**src/rtl/bridgeCfgPkg.sv**
```systemverilog
package bridgeCfgPkg;
  // strobes from serial control to the register datapath
  typedef struct packed {
    logic shiftEn;
    logic bitIn;
    logic loadEn;
  } ctlStrobe_t;
endpackage

```
**src/rtl/serialFront.sv**
```systemverilog
module serialFront
  import bridgeCfgPkg::*;
#(
  parameter int SYNC_STAGES = 2
) (
  input  logic       clk,
  input  logic       rst_n,
  input  logic       serClk,
  input  logic       serData,
  input  logic       serLatch,
  output ctlStrobe_t strobes
);
  localparam int TOP = SYNC_STAGES - 1;

  logic [TOP:0] clkSync;
  logic [TOP:0] dataSync;
  logic [TOP:0] latchSync;
  logic         clkPrev;
  logic         latchPrev;

  always_ff @(posedge clk or negedge rst_n) begin
    if (!rst_n) begin
      clkSync   <= '0;
      dataSync  <= '0;
      latchSync <= '0;
      clkPrev   <= 1'b0;
      latchPrev <= 1'b0;
    end else begin
      clkSync   <= {clkSync[TOP-1:0], serClk};
      dataSync  <= {dataSync[TOP-1:0], serData};
      latchSync <= {latchSync[TOP-1:0], serLatch};
      clkPrev   <= clkSync[TOP];
      latchPrev <= latchSync[TOP];
    end
  end

  always_comb begin
    strobes.shiftEn = clkSync[TOP] & ~clkPrev;
    strobes.bitIn   = dataSync[TOP];
    strobes.loadEn  = latchSync[TOP] & ~latchPrev;
  end
endmodule

```
**src/rtl/regDatapath.sv**
```systemverilog
module regDatapath
  import bridgeCfgPkg::*;
#(
  parameter int WORD_W = 19
) (
  input  logic              clk,
  input  logic              rst_n,
  input  ctlStrobe_t        strobes,
  output logic [WORD_W-1:0] shiftVal,
  output logic [WORD_W-2:0] word0,
  output logic [WORD_W-2:0] word1
);
  always_ff @(posedge clk or negedge rst_n) begin
    if (!rst_n) begin
      shiftVal <= '0;
      word0    <= '0;
      word1    <= '0;
    end else begin
      if (strobes.loadEn) begin
        if (shiftVal[0]) word1 <= shiftVal[WORD_W-1:1];
        else             word0 <= shiftVal[WORD_W-1:1];
      end
      if (strobes.shiftEn) shiftVal <= {shiftVal[WORD_W-2:0], strobes.bitIn};
    end
  end
endmodule

```
**src/rtl/bridgeDecode.sv**
```systemverilog
module bridgeDecode #(
  parameter int CODE_W = 6,
  parameter int NUM_BR = 2
) (
  input  logic [NUM_BR*(CODE_W+2)+1:0] cfg,
  output logic [NUM_BR*CODE_W-1:0]     currentCode,
  output logic [NUM_BR-1:0]            drvA,
  output logic [NUM_BR-1:0]            drvB,
  output logic [NUM_BR-1:0]            bridgeEn,
  output logic [NUM_BR-1:0]            slowDecay,
  output logic                         extRef,
  output logic                         quarterScale
);
  localparam int DIR_BASE   = NUM_BR * CODE_W;
  localparam int DECAY_BASE = DIR_BASE + NUM_BR;
  localparam int REF_POS    = DECAY_BASE + NUM_BR;

  for (genvar i = 0; i < NUM_BR; i++) begin : g_bridge
    logic [CODE_W-1:0] code;
    logic              polarity;
    logic              live;
    assign code     = cfg[i*CODE_W +: CODE_W];
    assign polarity = cfg[DIR_BASE + i];
    assign live     = |code;
    assign currentCode[i*CODE_W +: CODE_W] = code;
    assign bridgeEn[i]  = live;
    assign drvA[i]      = live & polarity;
    assign drvB[i]      = live & ~polarity;
    assign slowDecay[i] = cfg[DECAY_BASE + i];
  end

  assign extRef       = cfg[REF_POS];
  assign quarterScale = cfg[REF_POS + 1];
endmodule

```
**src/rtl/serialBridgeCfg.sv**
```systemverilog
module serialBridgeCfg
  import bridgeCfgPkg::*;
#(
  parameter int CODE_W      = 6,
  parameter int NUM_BR      = 2,
  parameter int SYNC_STAGES = 2
) (
  input  logic                       clk,
  input  logic                       rst_n,
  input  logic                       serClk,
  input  logic                       serData,
  input  logic                       serLatch,
  output logic [NUM_BR*CODE_W-1:0]   currentCode,
  output logic [NUM_BR-1:0]          drvA,
  output logic [NUM_BR-1:0]          drvB,
  output logic [NUM_BR-1:0]          bridgeEn,
  output logic [NUM_BR-1:0]          slowDecay,
  output logic                       extRef,
  output logic                       quarterScale,
  output logic [NUM_BR*(CODE_W+2)+1:0] auxWord
);
  localparam int WORD_W = NUM_BR * (CODE_W + 2) + 3;

  ctlStrobe_t        strobes;
  logic [WORD_W-1:0] shiftVal;
  logic [WORD_W-2:0] word0;

  serialFront #(.SYNC_STAGES(SYNC_STAGES)) u_front (
    .clk(clk), .rst_n(rst_n), .serClk(serClk), .serData(serData),
    .serLatch(serLatch), .strobes(strobes)
  );

  regDatapath #(.WORD_W(WORD_W)) u_path (
    .clk(clk), .rst_n(rst_n), .strobes(strobes), .shiftVal(shiftVal),
    .word0(word0), .word1(auxWord)
  );

  bridgeDecode #(.CODE_W(CODE_W), .NUM_BR(NUM_BR)) u_decode (
    .cfg(word0), .currentCode(currentCode), .drvA(drvA), .drvB(drvB),
    .bridgeEn(bridgeEn), .slowDecay(slowDecay), .extRef(extRef),
    .quarterScale(quarterScale)
  );
endmodule

```
**config.mk**
```make
export PLATFORM = sky130hd
export DESIGN_NAME = serialBridgeCfg
export DESIGN_NICKNAME = d
export VERILOG_FILES = /design/src/rtl/bridgeCfgPkg.sv /design/src/rtl/serialFront.sv /design/src/rtl/regDatapath.sv /design/src/rtl/bridgeDecode.sv /design/src/rtl/serialBridgeCfg.sv
export SDC_FILE = /design/constraint.sdc
export NUM_CORES = 1
export LEC_CHECK = 0
export BUFFER_PORTS_ARGS = -buffer_cell sky130_fd_sc_hd__buf_2
export CORE_ASPECT_RATIO = 0.5
export CORE_UTILIZATION = 35
export CTS_BUF_LIST = sky130_fd_sc_hd__clkbuf_4 sky130_fd_sc_hd__clkbuf_8 sky130_fd_sc_hd__clkbuf_16
export DETAILED_ROUTE_END_ITERATION = 6
export PLACE_DENSITY = 0.59
export SYNTH_ARGS = -nofsm -noshare
export SYNTH_HDL_FRONTEND = slang
export SYNTH_SLANG_ARGS = --single-unit
```
**constraint.sdc**
```tcl
create_clock -name clk -period 1.6 [get_ports clk]
set_input_delay 0.32 -clock clk [delete_from_list [all_inputs] [get_ports clk]]
set_output_delay 0.32 -clock clk [all_outputs]
set_load 0.1 [all_outputs]
```
==> results.cfg, run 1 <==
[status]
status = finished with violations
violations = hold timing, setup timing

[clocking]
cts-root-buf = clkbuf_16
cts_made_buffers = 9
postCtsHoldBufs = 0
clockBufferDepth = 2
clk_pin_slew_ns = 0.05
cts_num_sinks = 63
cts-htree-levels = 3
worstSkewPairLatency_ns = 0.32
cts_tree = yes

[placement]
port_buffers = 44
dp_hpwl_mm = 2.76
place_area_sq_um = 2820
gp_congestion = 0.673

[worst_setup_path]
worstSetupStartpointType = flip-flop
cp-end-kind = output pin
cpMaxStageDelayCell = dfrtp_1
cp_max_fo = 3
worstPathCellList = nor4_2 > buf_4 > a21oi_4 > buf_12
slowest_delay_ns = 0.39
worstSetupPathType = reg2out
arrival_ns = 1.42
cp.required_ns = 1.28

[sta]
rsz0062_at_grt = true
whs_ns = -0.00987
skew_ns = 0.00584
relSlewSlack_pct = 66.4
fin_crit_ns = 1.74
setup_slack_ns = -0.142
fin_crit_sh_pct = 109
finalSetupViolations = 6
fmax_mhz = 574
finalHoldViolCount = 4
worstMarginPinSlew_ns = 0.508
slew_viol_final = 0

[global_route]
grtUsageTotal_pct = 13.3
grt_max_degree = 64
grt_remaining_overflow = 0
grt_pass1_vias = 1411
grt_pass1_wl_mm = 7.41
antenna_found_initial = 0

[yosys]
ys_seq_area_share_pct = 62.0
synthDominantCellAreaShare_pct = 62.0
ys_warn_count = 0
synth_fp_nets = 157
synth.avg_cell_area_sq_um = 16.7
netlist_top_cells_area = dfrtp_1, mux2_2, mux2_4
synthCells = 152
synthesis.area_sq_um = 2540
synth_area_leader_cell = dfrtp_1
ys_ff_latch = 63
synth_cell_type_count = 15

[detailed_routing]
via_per_inst = 4.47
first_pass_iters = 6
initialDrtViolationCount = 54
num_vias = 1314
wl_mm = 4.45
drc = 0
ant_nets = 0
wl_per_cell_um = 15.1

[worst_hold_path]
hold_class = in2async

[cells_and_area]
drive_gt1_share_pct = 68.8
fillers = 581
diodes = 0
multi_input_area_sq_um = 865
area_growth_pct = 28.7
layout_common_cells = dfrtp_1, buf_2, mux2_2
postLayoutCellArea_sq_um = 3270
regArea_sq_um = 1580
nets = 202
final_common_cell = dfrtp_1

[floorplanning]
dieHeight_um = 62.3
io_pins = 45
die_width_um = 123
dieArea_sq_um = 7630
rows = 21
start_util_pct = 37.1
core_area_sq_um = 6860

[flow_run]
cap_violations = 0
cells by family (layout without fill, tap and decap cells):
group           after synthesis  count (layout)  synth area share, %
mux                          55              55                 27.3
compound gates                4               4                0.985
simple gates                  9               9                 2.61
flops                        63              63                 62.0
buf+inv                      21              71                 7.04
per-stage QoR:
step	hold WS [ns]	setup WS [ns]	cells	TNS (ns)	util (%)
after floorplan	0.0244	-0.0522	152	-0.104	-
after global placement	0.333	0.101	274	0	41.1
after detailed placement	0.343	0.0630	274	0	41.1
after CTS	0.0119	-0.162	293	-0.904	47.2
after global routing	0.0136	-0.215	294	-1.23	47.7
final	-0.00987	-0.142	294	-0.834	47.7
worst max-delay path, delay by kind of cell (launching register included):
kind            cells  cell delay, ns
compound gates      1            0.07
buf+inv             2            0.37
flops               1            0.39
simple gates        1            0.27
synthesized netlist by cell type (all sizes together):
master / count
dfrtp: 63
mux2: 55
buf: 21
a21boi: 2
a21oi: 2
nand2: 2
nor2: 2
nor4: 2
nand3b: 1
nor2b: 1
nor3b: 1
worst paths after layout:
| check | slack [ns] | endpoint | from | cells past startpoint |
|---|---|---|---|---|
| hold / removal | -0.01 | u_path.word1[3] | rst_n | 2 |
| setup reg to reg | 0.20 | u_path.word0[5] | u_path.shiftVal[0] | 3 |
| max in group asynchronous | 1.32 | u_path.shiftVal[16] | rst_n | 2 |
| setup / recovery | -0.14 | drvB[1] | u_path.word0[7] | 4 |
| hold reg to reg | 0.35 | u_front.dataSync[1] | u_front.dataSync[0] | 0 |
| min in group clk | 0.10 | u_front.latchSync[0] | serLatch | 1 |
area by class of cell:
class | instances | area share [%]
tap | 92 | 3.52
timing repair buffer | 55 | 12.7
multi-input combinational | 68 | 26.4
clock inverter | 4 | 1.38
clock buffer | 12 | 7.77
sequential | 63 | 48.2
sequential cells by signal, summed over array words and instances (netlist names):
signal,cells
u_front.clkSync,2
u_front.latchPrev,1
u_front.dataSync,2
u_path.shiftVal,19
u_path.word1,18
u_front.latchSync,2
u_front.clkPrev,1
u_path.word0,18
layer usage:
metal  share of wire, %  GRT usage, %  routed length [um]  vias to the layer above
li1                   -             -                   -                      607
met1                 50          18.0                2220                      671
met2                 43          18.0                1920                       29
met3                5.5          6.71                 246                        7
met4                1.5          4.57                  69                        0
met5                  0             0                   0                        -
timing repair:
| action | CTS | global route |
|---|---|---|
| gates resized for setup | 26 | 6 |
| setup endpoints to repair | 6 | 7 |
| pin swaps | 5 | 3 |
| setup buffers | 3 | 1 |
| cloned | 0 | 0 |
Power of run 1 is left out: the tool's default activity adds up to more than one toggle a clock period on the data nets, which glitch-free logic cannot reach.
==> run 2: changes to the inputs <==
==> constraint.sdc (replaced) <==
create_clock -name clk -period 1.6 [get_ports clk]
set_input_delay 0.16 -clock clk [delete_from_list [all_inputs] [get_ports clk]]
set_output_delay 0.16 -clock clk [all_outputs]
set_load 0.1 [all_outputs]
==> results.cfg, run 2 (synthesis results as in run 1) <==
[cells_and_area]
reg_top3 = u_path.shiftVal x19, u_path.word0 x18, u_path.word1 x18
diodes = 0
regMostFlops = u_path.shiftVal
largest_reg_flops = 19
final_cells = 295
drive_gt1_share_pct = 65.0
final_common_cell = dfrtp_1
layout_common_cells = dfrtp_1, buf_2, mux2_2
nets = 204
area_growth_pct = 26.2

[status]
status = finished with violations
violations = setup timing

[sta]
fin_crit_ns = 1.60
setup_slack_ns = -0.00382
rsz0062_at_grt = true
slew_viol_final = 0
skew_ns = 0.00454
finalHoldViolCount = 0
fin_crit_sh_pct = 100
relSlewSlack_pct = 67.2
worstMarginPinSlew_ns = 0.496
finalSetupViolations = 1
fmax_mhz = 624

[clocking]
cts-root-buf = clkbuf_16
cts_num_sinks = 63
clockBufferDepth = 2
cts_tree = yes
worstSkewPairLatency_ns = 0.32
cts_made_buffers = 9
clk_pin_slew_ns = 0.05
cts-htree-levels = 3

[floorplanning]
io_pins = 45
dieHeight_um = 62.3
die_width_um = 123
rows = 21
start_util_pct = 37.1
dieArea_sq_um = 7630
core_area_sq_um = 6860

[global_route]
grt_max_degree = 64
grtUsageTotal_pct = 12.9
grt_pass1_wl_mm = 7.27
grt_pass1_vias = 1411
grt_remaining_overflow = 0
antenna_found_initial = 0

[flow_run]
cap_violations = 0

[worst_setup_path]
worstSetupPathType = reg2out
cp_max_fo = 3
ff2ff_setup_slack_ns = 0.23
crit_start = u_path.word0[7]
cp-end-kind = output pin
worstSetupStartpointType = flip-flop
r2r-start = u_path.shiftVal[0]
r2r_cells = 3
arrival_ns = 1.44
cp.required_ns = 1.44
reg2reg_to = u_path.word0[6]
worstSetupEndpoint = drvB[1]

[detailed_routing]
num_vias = 1313
initialDrtViolationCount = 33
via_per_inst = 4.45
ant_nets = 0
first_pass_iters = 3
wl_mm = 4.33
wl_per_cell_um = 14.7
drc = 0

[placement]
gp_congestion = 0.672
placedCellCount = 274
dp_hpwl_mm = 2.84
port_buffers = 44

[worst_hold_path]
hold_class = reg2reg
-- run 2: area by class of cell --
cell class | instances | area, sq um
Fill cell | 594 | 3650
Sequential cell | 63 | 1580
Multi-Input combinational cell | 68 | 821
Timing Repair Buffer | 57 | 408
Clock buffer | 11 | 240
Tap cell | 92 | 115
Clock inverter | 4 | 47.5
-- run 2: through the flow --
stage,utilization (%),hold slack [ns],setup WS [ns],area [sq um],TNS [ns]
final,46.8,0.346,-0.00382,3210,-0.00382
after global routing,46.8,0.350,-0.0878,3210,-0.305
after CTS,46.2,0.349,-0.0266,3170,-0.0332
after detailed placement,40.5,0.194,0.202,2780,0
after global placement,40.5,0.190,0.179,2780,0
after floorplan,-,-0.136,-0.444,2550,-0.883
-- run 2: how the worst min path moves through the flow --
stage,startpoint,endpoint,cells past startpoint
global route,u_front.latchSync[0],u_front.latchSync[1],0
global placement,rst_n,u_path.word1[2],2
finish,u_front.clkSync[0],u_front.clkSync[1],0
detailed placement,rst_n,u_path.word1[3],2
floorplan,rst_n,u_front.clkPrev,0
CTS,u_front.clkSync[0],u_front.clkSync[1],0
-- run 2: worst max-delay path, stage by stage, from the launching register on --
cell and delay (ns):
dfrtp_1 0.39, nor4_2 0.30, buf_4 0.18, a21oi_2 0.06, buf_8 0.19
-- run 2: timing repair --
item | in CTS | in global routing
hold buffers | 4 | 0
cloned | 0 | 0
setup endpoints to repair | 6 | 6
gates resized for setup | 17 | 6
hold endpoints to repair | 66 | 0
setup buffers | 0 | 2
pin swaps | 2 | 1
-- run 2: metal layers --
layer / routed length [um] / vias up / global-route usage (%)
li1: - / 611 / -
met1: 1970 / 669 / 16.6
met2: 2030 / 25 / 18.9
met3: 236 / 8 / 5.15
met4: 89 / 0 / 6.40
met5: 0 / - / 0
Power of run 2 is left out for the same reason.
